--- src/rtl/dbg_xfer_pkg.sv ---
package dbg_xfer_pkg;
  typedef enum logic [1:0] {
    XM_NORMAL = 2'b00,
    XM_STALL  = 2'b01,
    XM_FAST   = 2'b10,
    XM_RSVD   = 2'b11
  } xfer_mode_e;

  localparam int unsigned WO_TX   = 32;
  localparam int unsigned WO_OP   = 33;
  localparam int unsigned WO_STAT = 34;
  localparam int unsigned WO_RX   = 35;
  localparam int unsigned WO_CTRL = 36;

  localparam int unsigned B_ABT0  = 6;
  localparam int unsigned B_ABT1  = 7;
  localparam int unsigned B_MODE  = 20;
  localparam int unsigned B_DONE  = 24;
  localparam int unsigned B_TXV   = 29;
  localparam int unsigned B_RXF   = 30;
  localparam int unsigned B_CLR   = 2;
endpackage

--- src/rtl/dbg_mailbox.sv ---
module dbg_mailbox #(
  parameter int unsigned W = 32
) (
  input  logic         clk_i,
  input  logic         rst_ni,
  input  logic         wr_i,
  input  logic [W-1:0] wdata_i,
  input  logic         rd_i,
  output logic         full_o,
  output logic [W-1:0] data_o
);
  always_ff @(posedge clk_i or negedge rst_ni) begin
    if (!rst_ni) begin
      full_o <= 1'b0;
      data_o <= '0;
    end else if (wr_i) begin
      full_o <= 1'b1;
      data_o <= wdata_i;
    end else if (rd_i) begin
      full_o <= 1'b0;
    end
  end


  rd_empties_chk: assert property (@(posedge clk_i) disable iff (!rst_ni)
    (rd_i && !wr_i) |=> !full_o);
endmodule

--- src/rtl/dbg_issue_ctl.sv ---
module dbg_issue_ctl #(
  parameter int unsigned W = 32
) (
  input  logic         clk_i,
  input  logic         rst_ni,
  input  logic         latch_i,
  input  logic [W-1:0] op_i,
  input  logic         fire_i,
  input  logic         done_i,
  input  logic [1:0]   abort_i,
  input  logic         clr_abort_i,
  output logic         issue_valid_o,
  output logic [W-1:0] issue_op_o,
  output logic         busy_o,
  output logic [1:0]   sticky_o
);
  logic [W-1:0] op_q;
  logic         fire_ok;

  // aborted state suppresses every issue
  assign fire_ok = fire_i && (sticky_o == 2'b00);

  always_ff @(posedge clk_i or negedge rst_ni) begin
    if (!rst_ni) begin
      op_q          <= '0;
      issue_valid_o <= 1'b0;
      issue_op_o    <= '0;
      busy_o        <= 1'b0;
      sticky_o      <= 2'b00;
    end else begin
      if (latch_i) op_q <= op_i;
      issue_valid_o <= fire_ok;
      if (fire_ok) issue_op_o <= latch_i ? op_i : op_q;
      if (fire_ok)     busy_o <= 1'b1;
      else if (done_i) busy_o <= 1'b0;
      sticky_o <= (sticky_o & ~{2{clr_abort_i}}) | abort_i;
    end
  end


  abort_blocks_issue_chk: assert property (@(posedge clk_i) disable iff (!rst_ni)
    (sticky_o != 2'b00) |=> !issue_valid_o);

  issue_marks_busy_chk: assert property (@(posedge clk_i) disable iff (!rst_ni)
    issue_valid_o |-> busy_o);

  abort_sets_flag_chk: assert property (@(posedge clk_i) disable iff (!rst_ni)
    (abort_i != 2'b00) |=> ((sticky_o & $past(abort_i)) == $past(abort_i)));

  clear_flags_chk: assert property (@(posedge clk_i) disable iff (!rst_ni)
    (clr_abort_i && abort_i == 2'b00) |=> (sticky_o == 2'b00));
endmodule

--- src/rtl/dbg_xfer.sv ---
module dbg_xfer
  import dbg_xfer_pkg::*;
#(
  parameter int unsigned DATA_W = 32,
  parameter int unsigned ADDR_W = 8
) (
  input  logic              clk_i,
  input  logic              rst_ni,
  input  logic              psel_i,
  input  logic              penable_i,
  input  logic              pwrite_i,
  input  logic [ADDR_W-1:0] paddr_i,
  input  logic [DATA_W-1:0] pwdata_i,
  output logic [DATA_W-1:0] prdata_o,
  output logic              pready_o,
  output logic              issue_valid_o,
  output logic [DATA_W-1:0] issue_op_o,
  input  logic              done_i,
  input  logic [1:0]        abort_i,
  input  logic              core_rx_rd_i,
  output logic [DATA_W-1:0] core_rx_data_o,
  output logic              core_rx_full_o,
  input  logic              core_tx_wr_i,
  input  logic [DATA_W-1:0] core_tx_data_i,
  output logic              core_tx_full_o
);
  localparam logic [ADDR_W-1:0] A_TX   = ADDR_W'(WO_TX * 4);
  localparam logic [ADDR_W-1:0] A_OP   = ADDR_W'(WO_OP * 4);
  localparam logic [ADDR_W-1:0] A_STAT = ADDR_W'(WO_STAT * 4);
  localparam logic [ADDR_W-1:0] A_RX   = ADDR_W'(WO_RX * 4);
  localparam logic [ADDR_W-1:0] A_CTRL = ADDR_W'(WO_CTRL * 4);

  xfer_mode_e        mode_q;
  logic              access, xfer_done, abt, busy, is_stall, is_fast;
  logic              hit_tx, hit_op, hit_stat, hit_rx, hit_ctrl;
  logic              op_wr, tx_rd, rx_wr, clr_abort, fire;
  logic [1:0]        sticky;
  logic [DATA_W-1:0] tx_data, stat_word;

  assign access   = psel_i && penable_i;
  assign hit_tx   = (paddr_i == A_TX);
  assign hit_op   = (paddr_i == A_OP);
  assign hit_stat = (paddr_i == A_STAT);
  assign hit_rx   = (paddr_i == A_RX);
  assign hit_ctrl = (paddr_i == A_CTRL);
  assign is_stall = (mode_q == XM_STALL);
  assign is_fast  = (mode_q == XM_FAST);
  assign abt      = |sticky;

  always_comb begin
    pready_o = 1'b1;
    if (access && !abt) begin
      if (pwrite_i && hit_op && is_stall) pready_o = !busy;
      if (!pwrite_i && hit_tx) begin
        if (is_stall)     pready_o = core_tx_full_o;
        else if (is_fast) pready_o = core_tx_full_o && !busy;
      end
      if (pwrite_i && hit_rx) begin
        if (is_stall)     pready_o = !core_rx_full_o;
        else if (is_fast) pready_o = !core_rx_full_o && !busy;
      end
    end
  end

  assign xfer_done = access && pready_o;
  assign op_wr     = xfer_done && pwrite_i && hit_op;
  assign tx_rd     = xfer_done && !pwrite_i && hit_tx;
  assign rx_wr     = xfer_done && pwrite_i && hit_rx;
  assign clr_abort = xfer_done && pwrite_i && hit_ctrl && pwdata_i[B_CLR];
  assign fire      = (op_wr && !is_fast) || (is_fast && (tx_rd || rx_wr));

  always_ff @(posedge clk_i or negedge rst_ni) begin
    if (!rst_ni) mode_q <= XM_NORMAL;
    else if (xfer_done && pwrite_i && hit_stat)
      mode_q <= xfer_mode_e'(pwdata_i[B_MODE+1:B_MODE]);
  end

  always_comb begin
    stat_word = '0;
    stat_word[B_ABT0] = sticky[0];
    stat_word[B_ABT1] = sticky[1];
    stat_word[B_MODE+1:B_MODE] = mode_q;
    stat_word[B_DONE] = !busy;
    stat_word[B_TXV]  = core_tx_full_o;
    stat_word[B_RXF]  = core_rx_full_o;
  end

  always_comb begin
    prdata_o = '0;
    if (hit_tx)        prdata_o = tx_data;
    else if (hit_stat) prdata_o = stat_word;
  end

  dbg_mailbox #(.W(DATA_W)) u_tx (
    .clk_i, .rst_ni,
    .wr_i(core_tx_wr_i), .wdata_i(core_tx_data_i), .rd_i(tx_rd),
    .full_o(core_tx_full_o), .data_o(tx_data)
  );

  dbg_mailbox #(.W(DATA_W)) u_rx (
    .clk_i, .rst_ni,
    .wr_i(rx_wr), .wdata_i(pwdata_i), .rd_i(core_rx_rd_i),
    .full_o(core_rx_full_o), .data_o(core_rx_data_o)
  );

  dbg_issue_ctl #(.W(DATA_W)) u_issue (
    .clk_i, .rst_ni,
    .latch_i(op_wr), .op_i(pwdata_i), .fire_i(fire), .done_i,
    .abort_i, .clr_abort_i(clr_abort),
    .issue_valid_o, .issue_op_o, .busy_o(busy), .sticky_o(sticky)
  );


  normal_nowait_chk: assert property (@(posedge clk_i) disable iff (!rst_ni)
    !pready_o |-> (is_stall || is_fast));

  abort_nowait_chk: assert property (@(posedge clk_i) disable iff (!rst_ni)
    (access && abt) |-> pready_o);

  fast_latch_only_chk: assert property (@(posedge clk_i) disable iff (!rst_ni)
    (op_wr && is_fast && !tx_rd && !rx_wr) |=> !issue_valid_o);

  mode_hold_chk: assert property (@(posedge clk_i) disable iff (!rst_ni)
    !(xfer_done && pwrite_i && hit_stat) |=> $stable(mode_q));
endmodule

--- config.mk ---
export PLATFORM = sky130hd
export DESIGN_NAME = dbg_xfer
export DESIGN_NICKNAME = d
export VERILOG_FILES = /design/src/rtl/dbg_xfer_pkg.sv /design/src/rtl/dbg_mailbox.sv /design/src/rtl/dbg_issue_ctl.sv /design/src/rtl/dbg_xfer.sv
export SDC_FILE = /design/constraint.sdc
export NUM_CORES = 1
export LEC_CHECK = 0
export ABC_AREA = 1
export BUFFER_PORTS_ARGS = -buffer_cell sky130_fd_sc_hd__buf_2
export CELL_PAD_IN_SITES_DETAIL_PLACEMENT = 1
export CELL_PAD_IN_SITES_GLOBAL_PLACEMENT = 1
export CORE_ASPECT_RATIO = 1.5
export CORE_MARGIN = 5
export CORE_UTILIZATION = 40
export DETAILED_ROUTE_END_ITERATION = 16
export PLACE_DENSITY_LB_ADDON = 0.1
export SKIP_CTS_REPAIR_TIMING = 1
export SYNTH_ARGS = -nofsm -noshare
export SYNTH_HDL_FRONTEND = slang
export SYNTH_SLANG_ARGS = --single-unit
--- constraint.sdc ---
create_clock -name clk_i -period 3.2 [get_ports clk_i]
set_clock_uncertainty 0.1 [all_clocks]
set_input_delay 0.32 -clock clk_i [delete_from_list [all_inputs] [get_ports clk_i]]
set_output_delay 0.32 -clock clk_i [all_outputs]
set_load 0.03 [all_outputs]
==> flow_summary.html <==
<table>
<tr><th>Metric</th><th>Value</th></tr>
<tr><th colspan="2">Synth</th></tr>
<tr><td>Mean post-synth cell area</td><td>9.11 sq um</td></tr>
<tr><td>Post-synthesis cell area</td><td>0.00570 sq mm</td></tr>
<tr><td>Xor and xnor area share after synthesis</td><td>0</td></tr>
<tr><td>Share of the yosys chip area belonging to registers</td><td>0.597</td></tr>
<tr><td>Library cells used by synthesis</td><td>29</td></tr>
<tr><td>Synth warn</td><td>0</td></tr>
<tr><td>Dominant combinational cell family by area after synthesis</td><td>simple AND/OR/NAND/NOR gates</td></tr>
<tr><td>Count of flip-flops with a built-in enable after synthesis</td><td>0</td></tr>
<tr><td>Async set-reset flop share out of synthesis</td><td>1.00</td></tr>
<tr><td>Fraction of the mapped netlist area in simple logic gates</td><td>0.191</td></tr>
<tr><td>Cell count after synthesis</td><td>626</td></tr>
<tr><td>Synthesis-stage register bit count</td><td>136</td></tr>
<tr><td>Post-synthesis net count</td><td>708</td></tr>
<tr><td>Post-Synth Adder-Cell Area</td><td>0</td></tr>
<tr><td>Proportion of synthesized area in mux cells</td><td>0</td></tr>
<tr><td>Top FF cell, synth</td><td>sky130_fd_sc_hd__dfrtp_1</td></tr>
<tr><td>Synth Area in Compound Gates</td><td>0.123</td></tr>
<tr><th colspan="2">Worst setup path</th></tr>
<tr><td>Highest-delay cell along the critical path</td><td>sky130_fd_sc_hd__buf_4</td></tr>
<tr><td>Crit path cell chain</td><td>inv_1 -&gt; nand2_2 -&gt; nor3_1 -&gt; nand3b_1 -&gt; nand3_2 -&gt; nand2_4 -&gt; nand3_2 -&gt; buf_4 -&gt; nand2_1 -&gt; o21ai_0</td></tr>
<tr><td>WP data required</td><td>3400 ps</td></tr>
<tr><td>Dominant delay contributor by cell family on the critical path</td><td>simple AND/OR/NAND/NOR gates</td></tr>
<tr><td>Internal reg-to-reg setup slack</td><td>770 ps</td></tr>
<tr><td>CP Capture Type</td><td>flip-flop</td></tr>
<tr><td>Signal arrival time at the worst endpoint</td><td>2630 ps</td></tr>
<tr><td>Highest net fanout along the worst path</td><td>35</td></tr>
<tr><td>Buf+Inv Stages, Crit Path</td><td>2</td></tr>
<tr><td>Critical path start-end classification</td><td>flip-flop to flip-flop</td></tr>
<tr><td>Kind of start point of the critical path</td><td>flip-flop</td></tr>
<tr><td>Cell repeated most along the worst path</td><td>sky130_fd_sc_hd__nand3_2</td></tr>
<tr><td>Largest stage delay on the critical path</td><td>430 ps</td></tr>
<tr><th colspan="2">Layout</th></tr>
<tr><td>Area taken by multi-input logic gates</td><td>0.00181 sq mm</td></tr>
<tr><td>Seq. cell area</td><td>0.00340 sq mm</td></tr>
<tr><td>Diode insertion count for antenna repair</td><td>0</td></tr>
<tr><td>P&amp;R area growth vs syn</td><td>28.3%</td></tr>
<tr><td>Number of nets in the layout</td><td>886</td></tr>
<tr><td>Share of post-route cells with drive strength above 1</td><td>0.332</td></tr>
<tr><td>Core occupancy in the finished layout</td><td>0.523</td></tr>
<tr><td>Count of fill cells added during filler insertion</td><td>1692</td></tr>
<tr><th colspan="2">Timing</th></tr>
<tr><td>Total count of hold-check failures in the final report</td><td>32</td></tr>
<tr><td>Final cycle utilization of the critical path</td><td>0.758</td></tr>
<tr><td>Final setup violation count</td><td>0</td></tr>
<tr><td>Final Hold Slack</td><td>-63.3 ps</td></tr>
<tr><td>RSZ-0062 raised after global routing</td><td>false</td></tr>
<tr><td>Slew at the pin with the worst max-slew slack</td><td>1070 ps</td></tr>
<tr><td>Timing-limited maximum frequency</td><td>412 MHz</td></tr>
<tr><td>Max-slew violations</td><td>0</td></tr>
<tr><td>Final total negative setup slack</td><td>0 ps</td></tr>
<tr><td>Time the worst path needs with I/O delays and setup</td><td>2430 ps</td></tr>
<tr><td>Max transition margin</td><td>0.284</td></tr>
<tr><td>Slack of the critical path</td><td>773 ps</td></tr>
<tr><th colspan="2">Clock network</th></tr>
<tr><td>Clock transition at path regs</td><td>60 ps</td></tr>
<tr><td>Cell at the root of the clock tree</td><td>sky130_fd_sc_hd__clkbuf_16</td></tr>
<tr><td>Clock buffer count from CTS</td><td>17</td></tr>
<tr><td>Number of levels in the clock H-tree</td><td>4</td></tr>
<tr><td>Clock insertion delay at the later pin of the skew report</td><td>400 ps</td></tr>
<tr><td>Clock tree from TritonCTS</td><td>built</td></tr>
<tr><td>Total clock sinks</td><td>136</td></tr>
<tr><td>Clock Tree Buf Depth</td><td>2</td></tr>
<tr><th colspan="2">Status</th></tr>
<tr><td>Result of the run</td><td>complete, but fails checks</td></tr>
<tr><td>Violated checks</td><td>negative hold slack</td></tr>
<tr><th colspan="2">Floorplan</th></tr>
<tr><td>Area of the placeable core</td><td>0.0140 sq mm</td></tr>
<tr><td>Floorplan die width</td><td>107 um</td></tr>
<tr><td>Starting utilization of the core area</td><td>0.408</td></tr>
<tr><td>Vertical extent of the die</td><td>156 um</td></tr>
<tr><td>Io pins</td><td>182</td></tr>
<tr><td># rows</td><td>53</td></tr>
<tr><td>Area enclosed by the die boundary</td><td>0.0168 sq mm</td></tr>
<tr><th colspan="2">GRT</th></tr>
<tr><td>Total global-route track usage</td><td>0.196</td></tr>
<tr><td>Total congestion overflow after global routing</td><td>0</td></tr>
<tr><td>First-pass GRT wire length</td><td>26.2 mm</td></tr>
<tr><td>Vias in the first global route</td><td>5310</td></tr>
<tr><td>Number of antenna violations at the first check in global routing</td><td>0</td></tr>
<tr><td>Pin count of the biggest net entering global routing</td><td>116</td></tr>
<tr><th colspan="2">Route</th></tr>
<tr><td>Post-route DRC violation count</td><td>0</td></tr>
<tr><td>Per-cell via count in the routed design</td><td>4.70</td></tr>
<tr><td>Count of vias placed by the detailed router</td><td>4741</td></tr>
<tr><td>Iteration-0 DRC count of the detailed router</td><td>162</td></tr>
<tr><td>Aggregate routed wire length</td><td>16.0 mm</td></tr>
<tr><td>Number of search-and-repair iterations in the first detailed-routing pass</td><td>4</td></tr>
<tr><td>Avg WL per Cell</td><td>15.9 um</td></tr>
<tr><td>Post-route ant nets</td><td>0</td></tr>
<tr><th colspan="2">Place</th></tr>
<tr><td>Setup slack after placement</td><td>624 ps</td></tr>
<tr><td># port buffers</td><td>181</td></tr>
<tr><td>HPWL after detailed placement</td><td>11.3 mm</td></tr>
<tr><td>Routability congestion estimate</td><td>0.741</td></tr>
<tr><th colspan="2">Flow run</th></tr>
<tr><td>Maximum Capacitance Violations</td><td>0</td></tr>
<tr><th colspan="2">Power</th></tr>
<tr><td>Post-layout power</td><td>3.87 mW</td></tr>
<tr><td>Power per standard cell area</td><td>528 mW/mm^2</td></tr>
<tr><td>Peak supply drop</td><td>0.278 mV</td></tr>
<tr><td>Leakage power summed over all cells</td><td>4.13 nW</td></tr>
<tr><th colspan="2">Min path</th></tr>
<tr><td>Worst Hold Class</td><td>input port to async pin</td></tr>
</table>
## cell type report
class,count,area share
clock inverter,13,0.0166
multi-input combinational,379,0.247
clock buffer,19,0.0605
tap,192,0.0328
inverter,81,0.0415
timing repair buffer,189,0.137
sequential,136,0.465
## registers in the layout, indices dropped and copies added (netlist names)
signal and cells:
mode_q 2, u_tx.full_o 1, u_issue.sticky_o 2, u_tx.data_o 32
u_rx.data_o 32, u_rx.full_o 1, u_issue.issue_op_o 32, u_issue.busy_o 1
u_issue.issue_valid_o 1, u_issue.op_q 32
## placed cells by master, fill, tap and decap left out, types with 3 or more instances in the layout
| cell | synthesis | routed |
|---|---|---|
| sky130_fd_sc_hd__buf_4 | 1 | 5 |
| sky130_fd_sc_hd__clkbuf_16 | 0 | 17 |
| sky130_fd_sc_hd__inv_1 | 76 | 76 |
| sky130_fd_sc_hd__nand2_1 | 206 | 206 |
| sky130_fd_sc_hd__o21ai_0 | 71 | 71 |
| sky130_fd_sc_hd__inv_2 | 5 | 5 |
| sky130_fd_sc_hd__inv_6 | 0 | 3 |
| sky130_fd_sc_hd__nand3_2 | 3 | 4 |
| sky130_fd_sc_hd__dfrtp_1 | 136 | 136 |
| sky130_fd_sc_hd__nor2_1 | 32 | 32 |
| sky130_fd_sc_hd__buf_2 | 6 | 180 |
| sky130_fd_sc_hd__nand3_1 | 5 | 4 |
| sky130_fd_sc_hd__nand2_2 | 5 | 5 |
| sky130_fd_sc_hd__nor3_1 | 5 | 5 |
| sky130_fd_sc_hd__clkinvlp_4 | 0 | 5 |
| sky130_fd_sc_hd__o22ai_1 | 5 | 5 |
| sky130_fd_sc_hd__o21ai_2 | 32 | 32 |
## cell usage after synthesis, types with 2 or more instances
cell type / instances / area (sq um)
sky130_fd_sc_hd__a21o_1: 2 / 15.0
sky130_fd_sc_hd__buf_2: 6 / 30.0
sky130_fd_sc_hd__buf_6: 9 / 101
sky130_fd_sc_hd__clkbuf_1: 13 / 48.8
sky130_fd_sc_hd__dfrtp_1: 136 / 3400
sky130_fd_sc_hd__inv_1: 76 / 285
sky130_fd_sc_hd__inv_2: 5 / 18.8
sky130_fd_sc_hd__nand2_1: 206 / 773
sky130_fd_sc_hd__nand2_2: 5 / 31.3
sky130_fd_sc_hd__nand3_1: 5 / 25.0
sky130_fd_sc_hd__nand3_2: 3 / 30.0
sky130_fd_sc_hd__nor2_1: 32 / 120
sky130_fd_sc_hd__nor2_2: 2 / 12.5
sky130_fd_sc_hd__nor2_4: 2 / 22.5
sky130_fd_sc_hd__nor3_1: 5 / 25.0
sky130_fd_sc_hd__o21ai_0: 71 / 355
sky130_fd_sc_hd__o21ai_2: 32 / 280
sky130_fd_sc_hd__o22ai_1: 5 / 31.3
## where the power goes
group	leakage, nW	internal, mW	switching (mW)
registers	1.82	1.77	0.0152
logic	2.05	0.0731	0.147
clock network	0.262	1.10	0.766
## routing by layer
layer / track usage / up-vias / wire length (um)
met3: 0.0355 / 16 / 693
met1: 0.235 / 2324 / 6520
met2: 0.355 / 109 / 8530
met5: 0 / - / 0
li1: - / 2292 / -
met4: 0.0626 / 0 / 255
## worst paths after layout
path	start	endpoint	depth (start not counted)
max	mode_q[1]	u_rx.data_o[21]	10
min	rst_ni	u_tx.data_o[16]	1
max reg2reg	mode_q[1]	u_rx.data_o[21]	10
min reg2reg	u_issue.op_q[5]	u_issue.op_q[5]	2
max in group asynchronous	rst_ni	u_issue.issue_op_o[4]	2
min in group clk_i	abort_i[1]	u_issue.sticky_o[1]	2
## cells by family after synthesis
logic type,count (synthesis)
AO/OA/AOI/OAI,113
flip-flops,136
AND/OR/NAND/NOR,266
buffers and inverters,111
## metrics by stage
stage | instance area (sq um) | cells
2_1_floorplan | 5700 | 626
4_1_cts | 7310 | 1008
3_5_place_dp | 6740 | 976
6_report | 7320 | 1009
5_1_grt | 7320 | 1009
3_3_place_gp | 6740 | 976
Note: power is estimated with default switching activity, not from simulation.
